--- src/rtl/iotlb_pkg.sv ---
package iotlb_pkg;

   typedef enum logic [1:0] {
      LK_MISS  = 2'd0,
      LK_HIT   = 2'd1,
      LK_FAULT = 2'd2
   } lk_res_e;

   function automatic logic perm_ok(input logic is_wr, input logic may_rd, input logic may_wr);
      return is_wr ? may_wr : may_rd;
   endfunction

endpackage

--- src/rtl/iotlb_cam.sv ---
module iotlb_cam #(
   parameter int N_ENT = 16,
   parameter int DOM_W = 4,
   parameter int VPN_W = 20,
   parameter int ORD_W = 5
) (
   input  logic [N_ENT-1:0][DOM_W-1:0] ent_dom,
   input  logic [N_ENT-1:0][VPN_W-1:0] ent_vpn,
   input  logic [DOM_W-1:0]            lk_dom,
   input  logic [VPN_W-1:0]            lk_vpn,
   input  logic [DOM_W-1:0]            fl_dom,
   input  logic [VPN_W-1:0]            fl_vpn,
   input  logic                        iv_global,
   input  logic [DOM_W-1:0]            iv_dom,
   input  logic [VPN_W-1:0]            iv_vpn,
   input  logic [ORD_W-1:0]            iv_order,
   output logic [N_ENT-1:0]            lk_match,
   output logic [N_ENT-1:0]            fl_match,
   output logic [N_ENT-1:0]            iv_match
);

   logic [VPN_W-1:0] keep_mask;

   // bits below the order are don't-care within the aligned block
   assign keep_mask = ~((VPN_W'(1) << iv_order) - VPN_W'(1));

   for (genvar i = 0; i < N_ENT; i++) begin : g_ent
      assign lk_match[i] = (ent_dom[i] == lk_dom) && (ent_vpn[i] == lk_vpn);
      assign fl_match[i] = (ent_dom[i] == fl_dom) && (ent_vpn[i] == fl_vpn);
      assign iv_match[i] = iv_global ||
                           ((ent_dom[i] == iv_dom) &&
                            (((ent_vpn[i] ^ iv_vpn) & keep_mask) == '0));
   end

endmodule

--- src/rtl/iotlb_victim.sv ---
module iotlb_victim #(
   parameter int N_ENT = 16,
   localparam int IDX_W = $clog2(N_ENT)
) (
   input  logic [N_ENT-1:0] ent_vld,
   input  logic [IDX_W-1:0] rr_ptr,
   output logic [IDX_W-1:0] victim
);

   logic             found;
   logic [IDX_W-1:0] probe;

   always_comb begin
      victim = rr_ptr;
      found  = 1'b0;
      probe  = rr_ptr;
      for (int k = 0; k < N_ENT; k++) begin
         probe = rr_ptr + IDX_W'(k);
         if (!found && !ent_vld[probe]) begin
            victim = probe;
            found  = 1'b1;
         end
      end
   end

endmodule

--- src/rtl/iotlb_dom.sv ---
module iotlb_dom #(
   parameter int N_ENT = 16,
   parameter int DOM_W = 4,
   parameter int VPN_W = 20,
   parameter int PPN_W = 20,
   localparam int IDX_W = $clog2(N_ENT),
   localparam int ORD_W = $clog2(VPN_W + 1)
) (
   input  logic             clk,
   input  logic             rst_n,
   input  logic             lk_valid,
   input  logic [DOM_W-1:0] lk_dom,
   input  logic [VPN_W-1:0] lk_vpn,
   input  logic             lk_write,
   output logic             lk_hit,
   output logic             lk_miss,
   output logic             lk_fault,
   output logic [PPN_W-1:0] lk_ppn,
   input  logic             fl_valid,
   input  logic [DOM_W-1:0] fl_dom,
   input  logic [VPN_W-1:0] fl_vpn,
   input  logic [PPN_W-1:0] fl_ppn,
   input  logic             fl_rd,
   input  logic             fl_wr,
   input  logic             iv_valid,
   output logic             iv_ready,
   input  logic             iv_global,
   input  logic [DOM_W-1:0] iv_dom,
   input  logic [VPN_W-1:0] iv_vpn,
   input  logic [ORD_W-1:0] iv_order,
   output logic             iv_done
);
   import iotlb_pkg::*;

   if (N_ENT < 2 || (N_ENT & (N_ENT - 1)) != 0) begin : g_bad_depth
      $error("iotlb_dom: N_ENT must be a power of two of at least 2");
   end
   if (DOM_W < 1 || VPN_W < 1 || PPN_W < 1) begin : g_bad_width
      $error("iotlb_dom: field widths must be positive");
   end

   logic [N_ENT-1:0]            ent_vld_q;
   logic [N_ENT-1:0][DOM_W-1:0] ent_dom_q;
   logic [N_ENT-1:0][VPN_W-1:0] ent_vpn_q;
   logic [N_ENT-1:0][PPN_W-1:0] ent_ppn_q;
   logic [N_ENT-1:0]            ent_rd_q;
   logic [N_ENT-1:0]            ent_wr_q;
   logic [IDX_W-1:0]            rr_q;
   logic                        done_q;

   logic [N_ENT-1:0] lk_match, fl_match, iv_match;
   logic [N_ENT-1:0] iv_kill, lk_live, fl_live;
   logic             iv_acc;
   logic [IDX_W-1:0] victim, fill_idx;
   logic             fl_dup;
   logic             sel_any, sel_rd, sel_wr;
   logic [PPN_W-1:0] sel_ppn;
   lk_res_e          res;

   iotlb_cam #(
      .N_ENT(N_ENT), .DOM_W(DOM_W), .VPN_W(VPN_W), .ORD_W(ORD_W)
   ) u_cam (
      .ent_dom  (ent_dom_q),
      .ent_vpn  (ent_vpn_q),
      .lk_dom   (lk_dom),
      .lk_vpn   (lk_vpn),
      .fl_dom   (fl_dom),
      .fl_vpn   (fl_vpn),
      .iv_global(iv_global),
      .iv_dom   (iv_dom),
      .iv_vpn   (iv_vpn),
      .iv_order (iv_order),
      .lk_match (lk_match),
      .fl_match (fl_match),
      .iv_match (iv_match)
   );

   iotlb_victim #(.N_ENT(N_ENT)) u_victim (
      .ent_vld(ent_vld_q),
      .rr_ptr (rr_q),
      .victim (victim)
   );

   assign iv_ready = !done_q;
   assign iv_done  = done_q;
   assign iv_acc   = iv_valid && iv_ready;
   assign iv_kill  = iv_acc ? iv_match : '0;
   assign lk_live  = lk_match & ent_vld_q & ~iv_kill;
   assign fl_live  = fl_match & ent_vld_q;

   // single-match read mux
   always_comb begin
      sel_any  = 1'b0;
      sel_rd   = 1'b0;
      sel_wr   = 1'b0;
      sel_ppn  = '0;
      fl_dup   = 1'b0;
      fill_idx = victim;
      for (int i = 0; i < N_ENT; i++) begin
         if (lk_live[i]) begin
            sel_any = 1'b1;
            sel_rd  = ent_rd_q[i];
            sel_wr  = ent_wr_q[i];
            sel_ppn = ent_ppn_q[i];
         end
         if (fl_live[i]) begin
            fl_dup   = 1'b1;
            fill_idx = IDX_W'(i);
         end
      end
   end

   always_comb begin
      if (!sel_any)                          res = LK_MISS;
      else if (perm_ok(lk_write, sel_rd, sel_wr)) res = LK_HIT;
      else                                   res = LK_FAULT;
   end

   assign lk_hit   = lk_valid && (res == LK_HIT);
   assign lk_miss  = lk_valid && (res == LK_MISS);
   assign lk_fault = lk_valid && (res == LK_FAULT);
   assign lk_ppn   = lk_hit ? sel_ppn : '0;

   always_ff @(posedge clk) begin
      if (!rst_n) begin
         ent_vld_q <= '0;
         rr_q      <= '0;
         done_q    <= 1'b0;
      end else begin
         done_q <= iv_acc;
         for (int i = 0; i < N_ENT; i++) begin
            if (iv_kill[i]) ent_vld_q[i] <= 1'b0;
         end
         if (fl_valid) begin
            ent_vld_q[fill_idx] <= 1'b1;
            if (!fl_dup) rr_q <= victim + IDX_W'(1);
         end
      end
   end

   always_ff @(posedge clk) begin
      if (fl_valid) begin
         ent_dom_q[fill_idx] <= fl_dom;
         ent_vpn_q[fill_idx] <= fl_vpn;
         ent_ppn_q[fill_idx] <= fl_ppn;
         ent_rd_q[fill_idx]  <= fl_rd;
         ent_wr_q[fill_idx]  <= fl_wr;
      end
   end

endmodule

--- config.mk ---
export PLATFORM = sky130hd
export DESIGN_NAME = iotlb_dom
export DESIGN_NICKNAME = d
export VERILOG_FILES = /design/src/rtl/iotlb_pkg.sv /design/src/rtl/iotlb_cam.sv /design/src/rtl/iotlb_victim.sv /design/src/rtl/iotlb_dom.sv
export SDC_FILE = /design/constraint.sdc
export NUM_CORES = 2
export LEC_CHECK = 0
export BUFFER_PORTS_ARGS = -buffer_cell sky130_fd_sc_hd__buf_4
export CAP_MARGIN = 0
export CORE_MARGIN = 2
export CORE_UTILIZATION = 31
export DETAILED_ROUTE_END_ITERATION = 8
export SLEW_MARGIN = 20
export SYNTH_ARGS = -nofsm -noshare
export SYNTH_HDL_FRONTEND = slang
export SYNTH_HIERARCHICAL = 1
export SYNTH_SLANG_ARGS = --single-unit
--- constraint.sdc ---
create_clock -name clk -period 9.6 [get_ports clk]
set_clock_uncertainty 0.15 [all_clocks]
set_input_delay 1.44 -clock clk [delete_from_list [all_inputs] [get_ports clk]]
set_output_delay 1.44 -clock clk [all_outputs]
set_load 0.01 [all_outputs]
### Word-level counts from Yosys, hierarchy flattened

Cells that the tools add are included.

* flip-flop bits (word level): 757
* input port bits: 106
* bits in read-only memories: 0
* word-level logic and storage cells: 549
* memories kept: 0
* memory bits (writable): 0
* output and inout bits: 25
* latch bits: 0

* magnitude comparators: 18
* div/mod/pow operators: 0
* multiply operators: 0
* mux-type cells: 207
* bitwise gates (word level): 39
* shift operators: 1
* equal/unequal tests: 82
* add/subtract/negate cells: 17
* reductions and logical operators: 132

Operators with widths (count)
* 320-bit bitwise mux: 2
* 20-bit == test: 32
* 20-bit 2-to-1 mux: 18
* 20-bit AND: 16
* 20-bit zero test: 16
* 20-bit bitwise XOR: 16
* 4-bit == test: 48
* 1-bit 2-to-1 mux: 129
* 4-bit 2-to-1 mux: 32
* 4-bit by 5-bit < comparator with 1-bit output, second input constant: 17
* 20-bit demux with 4-bit select: 1
* 1-bit logical AND: 68
* 1-bit binary-select mux with 4-bit select: 16
* 64-bit bitwise mux: 1
* 16-bit AND: 3
* 4-bit adder, second input constant: 8
* 16-bit bitwise mux: 2
* 16-bit 2-to-1 mux: 2
* 1-bit zero test: 30
* 20-bit inverter: 1
* 1-bit by 5-bit << shifter with 20-bit output, first input constant: 1
* 20-bit by 2-bit subtractor with 20-bit output, second input constant: 1
* 4-bit by 3-bit adder with 4-bit output, second input constant: 4
* 4-bit demux with 4-bit select: 1
* other kinds (13): 31

### Depth between registers and ports, before layout

* depth in word-level cells: 70
* depth in mapped cells: 23
* gate-level depth less buffers: 18

### By module

The synthesis kept the hierarchy.

By module, submodules not included
* iotlb_dom: cells each 1534, instances 1, sequential area each 22521.6 um^2, area an instance 27168.6 um^2
* iotlb_cam: cells each 1898, instances 1, sequential area each 0.0 um^2, area an instance 14584.0 um^2
* iotlb_victim: cells each 241, instances 1, sequential area each 0.0 um^2, area an instance 2079.5 um^2

### Worst setup path after synthesis

OpenSTA, ideal clock, no wires.

* path kind: register to register
* from: reg rr_q[1] (netlist name)
* to: reg ent_dom_q[60] in the netlist's numbering, enable pin
* stages on the path, launching flop included: 22
* setup time: 0.450 ns
* path slack: 2.275 ns
* data arrival time: 6.725 ns
* clock period less this slack: 7.325 ns
* cells stage by stage: dfxtp_1 > clkbuf_1 > clkbuf_1 > inv_1 > ha_1 > buf_2 > buf_2 > mux4_1 > mux2_2 > mux2_4 > nand3_4 > nor4_4 > nand2_2 > or3_1 > nand3_1 > xnor2_1 > a21boi_0 > a221o_1 > a211oi_1 > or3b_2 > o21a_1 > nor2_1

RTL lines
* end signal: indexed assignment: RTL line iotlb_dom.sv:143 `ent_dom_q[fill_idx] <= fl_dom;`
* end: declaration: RTL line iotlb_dom.sv:43 `logic [N_ENT-1:0][DOM_W-1:0] ent_dom_q;`

### Final worst setup path

* from: in iv_order[2]
* to: out lk_ppn[11]

* elaborated cells on any way between the ends: 140

RTL lines
* start: declaration: RTL line iotlb_dom.sv:30 `input logic [ORD_W-1:0] iv_order,`
* 1-bit by 5-bit << shifter with 20-bit output (*): RTL line iotlb_cam.sv:25 `assign keep_mask = ~((VPN_W'(1) << iv_order) - VPN_W'(1));`
* 20-bit by 2-bit subtractor with 20-bit output (*): RTL line iotlb_cam.sv:25
* 20-bit inverter (*): RTL line iotlb_cam.sv:25
* 20-bit AND (*): RTL line iotlb_cam.sv:32 `(((ent_vpn[i] ^ iv_vpn) & keep_mask) == '0));`
* 20-bit zero test (*): RTL line iotlb_cam.sv:32
* 1-bit logical AND (*): RTL line iotlb_cam.sv:31 `((ent_dom[i] == iv_dom) &&`
* 1-bit logical OR (*): RTL line iotlb_cam.sv:30 `assign iv_match[i] = iv_global ||`
* via iv_match[4]: RTL line iotlb_dom.sv:51 `logic [N_ENT-1:0] lk_match, fl_match, iv_match;`
* [... 2 more ...]
* 16-bit AND (*): RTL line iotlb_dom.sv:88 `assign lk_live = lk_match & ent_vld_q & ~iv_kill;`
* 1-bit 2-to-1 mux (12 in series): RTL line iotlb_dom.sv:100 `if (lk_live[i]) begin`
* 1-bit 2-to-1 mux: RTL line iotlb_pkg.sv:10 `return is_wr ? may_wr : may_rd;`
* 2-bit 2-to-1 mux: RTL line iotlb_dom.sv:115 `else if (perm_ok(lk_write, sel_rd, sel_wr)) res = LK_HIT;`
* 2-bit 2-to-1 mux: RTL line iotlb_dom.sv:114 `if (!sel_any) res = LK_MISS;`
* 2-bit by 1-bit == test with 1-bit output: RTL line iotlb_dom.sv:119 `assign lk_hit = lk_valid && (res == LK_HIT);`
* 1-bit logical AND: RTL line iotlb_dom.sv:119
* 20-bit 2-to-1 mux (*): RTL line iotlb_dom.sv:122 `assign lk_ppn = lk_hit ? sel_ppn : '0;`
* end: declaration: RTL line iotlb_dom.sv:18 `output logic [PPN_W-1:0] lk_ppn,`

Mark *: on every way through the listed nets, which the timed path passes. The rest lies on a longest branch.

==> run metrics <==
status complete, no violations; syn nets 3788; final hold violation count 0; post-synthesis compound-gate area fraction 10.3%; Via Count around 34000; number of synthesized flops with an enable pin 736; post-CTS resize count 0; port bufs 130; largest net degree at the start of global routing 61; CTS root buf clkbuf_16; die span in y 380 um; routed vias/inst 5.92; Finished Layout Cells 5669; Layout fillers 13800; largest family of logic cells by synthesized area XOR/XNOR gates; max-slew violations 0; IO Pins 131; Largest delay share family, worst path simple AND/OR/NAND/NOR gates; residual DRC count 0; TritonRoute pass-1 iters 8; # rows between 100 and 150; Req. time, crit path 8.01 ns; Yosys reg bits between 700 and 800; VDD IR max 143 uV; endpoints failing setup 0; setup TNS 0 ns; Period minus WS final roughly 9 ns; Placer Congestion between 0.9 and 1; DR WL/cell between 30 and 40 um; worst-path maximum fanout 26; vias in the first global route 32300; mux cell area share after synthesis 2.05%; Rel. slew slack between 15 and 20%; max-cap violations 0; Core Box Area 140000 um^2; hpwl dp 112000 um; Area Overhead vs Synth 13.8%; Leakage 16.1 nW; Buf/Inv on CP 5; post-synth top area share 50.4%; DIE WIDTH 380 um; Setup WS pre-CTS 0.800 ns; routed wire length roughly 180000 um; Cells after DPL 5513; Post-Synth XOR/XNOR Area between 20% and 30%; layout cells sized above 1 12.7%; leading area contributor after synthesis edfxtp_1; Commonest cells post-synth xor2_1, edfxtp_1, xnor2_1; Main synth FF type edfxtp_1; Final ANT Viol Nets 0; synthesized netlist cell count 3673; Reg clk slew, reported paths 0.06 ns; YS warnings 6; total gr overflow 0; CTS tree yes; H-tree depth 3; Startpoint Class input pin; setup bufs post-CTS 0; Max Clk Rate between 100 and 150 MHz; post-synthesis async set-or-reset flop share 0%; CTS hold repair buffers 0; Worst Setup End Kind output port; post-synthesis simple-gate area fraction 9.74%; Initial Util a little under a third; final worst-path setup slack 0.616 ns; sequential share of the synthesized area 51.4%; slowest stage delay, CP 0.68 ns; Slowest-stage cell, CP nor4_1; Total Nets Final 3839; clock latency on the worst-skew pair 0.74 ns; Worst Max-Slew Pin Slew 1.26 ns; Longest Clk Path Bufs 3; crit path kind input pin to output port; adder-cell share of the synthesized area 0.257%; Synth area leaders edfxtp_1, xor2_1, xnor2_1; most frequent CP cell buf_4; power density cells approximately 180 nW/um^2; most common cell in the netlist xor2_1; initial antenna violation count 10; CP Data Arrival Time 7.39 ns; post-route clock period utilization 93.6%; first-pass GRT wire length 250000 um; Hold Crit Class flip-flop to flip-flop; Mean Syn Cell Area 11.9 um^2; DIE AREA 144000 um^2; CTS buffer count 85; Netlist cell types approximately 110; critical path cell sequence buf_4 -> nor3_2 -> nand2_1 -> ha_1 -> nor4_1 -> mux2_2 -> a22oi_2 -> buf_4 -> a22o_1 -> nor4_1 -> a31o_1 -> nand3b_1 -> nand3_1 -> buf_4 -> a311o_1 -> a211oi_1 -> o41ai_1 -> a21oi_4 -> buf_4 -> nor3_2 -> buf_4; Total GRT Usage 24.1%; clock sink count ~760; 1st-iter DRT viols just over 5000; synthesized area 43800 um^2; RSZ-0062 raised after global routing no
[kinds of logic after synthesis]
group / count (synthesis)
buffers and inverters: 279
xor gates and xnor gates: 1166
muxes: 58
and+or+nand+nor: 774
adders and majority gates: 9
AOI/OAI and AO/OA: 630
DFF: 757
[power by group]
group | internal (W) | total, W | switching, W
logic | 0.000555 | 0.00167 | 0.00111
registers | 0.00391 | 0.00410 | 0.000193
clock network | 0.00196 | 0.00343 | 0.00147
total | 0.00642 | 0.00920 | 0.00278
[metal layers]
layer | vias up | track usage, % | wire length [um]
li1 | 13800 | - | -
met1 | 16600 | 30.9 | 67900
met2 | 2583 | 36.0 | 76900
met3 | 643 | 6.67 | 22600
met4 | 4 | 14.5 | 12600
met5 | - | 0 | 24
[metrics by stage]
step | total power [W] | utilization, % | hold slack [ns] | instance area (um^2)
after floorplan | 0.00514 | - | 0.317 | 43800
after global placement | 0.00576 | 33.6 | 0.548 | 47000
after detailed placement | 0.00577 | 33.6 | 0.562 | 47000
after CTS | 0.00917 | 35.7 | 0.572 | 49900
after global routing | 0.00944 | 35.7 | 0.618 | 49900
final | 0.00920 | 35.7 | 0.584 | 49900
[worst paths after layout]
path,startpoint,to,slack [ns],cells past startpoint
max,iv_order[2],lk_ppn[11],0.62,21
min reg2reg,ent_vld_q[1]$_SDFF_PN0_,ent_vld_q[1]$_SDFF_PN0_,0.58,2
max reg2reg,rr_q[1]$_SDFFE_PN0P_,ent_vpn_q[257]$_DFFE_PP_,2.60,17
min,ent_vld_q[1]$_SDFF_PN0_,ent_vld_q[1]$_SDFF_PN0_,0.58,2
[cell usage in the layout (no fill, tap or decap), types with 25 or more instances in the layout]
| cell type | count |
|---|---|
| o22ai_1 | 50 |
| a222oi_1 | 30 |
| a21oi_1 | 102 |
| a221oi_1 | 26 |
| a22oi_1 | 47 |
| nand4_1 | 107 |
| mux2i_1 | 25 |
| nand3_1 | 63 |
| and3_1 | 39 |
| xor2_1 | 746 |
| o221ai_1 | 43 |
| nor2_1 | 82 |
| nor4_1 | 147 |
| xnor2_1 | 415 |
| o21ai_0 | 99 |
| edfxtp_1 | 736 |
| nor3_1 | 59 |
| clkbuf_16 | 86 |
| a31oi_1 | 43 |
| nand2_1 | 143 |
| buf_4 | 222 |
[area by class of cell]
type	count	area (um^2)	share of cell area, %
repair buffers	230	1830	3.66
diodes	3	7.51	0.0150
multi-input cells	2637	20300	40.6
clock inverters	53	668	1.34
inverters	13	48.8	0.0978
clock buffers	100	2200	4.42
well taps	1876	2350	4.70
flip-flops and latches	757	22500	45.1
[flip-flops by register name, indices dropped and copies added, names as in the netlist]
| name | count |
|---|---|
| ent_ppn_q | 320 |
| ent_vpn_q | 320 |
| ent_dom_q | 64 |
| ent_rd_q | 16 |
| ent_vld_q | 16 |
| ent_wr_q | 16 |
| rr_q | 4 |
| iv_done | 1 |
[worst register-to-register path: stages, from the launching register on]
cell and delay (ns):
dfxtp_1 0.33, inv_1 0.11, ha_1 0.73, mux4_2 0.43
mux2i_1 0.21, mux2i_2 0.37, nand2_2 0.13, nor4_4 0.55
nand2_2 0.21, or3_1 0.41, nand3_1 0.16, xnor2_1 0.18
a21boi_0 0.18, a221o_1 0.32, a211oi_1 0.48, o21ai_0 0.47
nor2_4 0.89, buf_4 0.37
No activity file was read; power rests on OpenSTA's default activity.
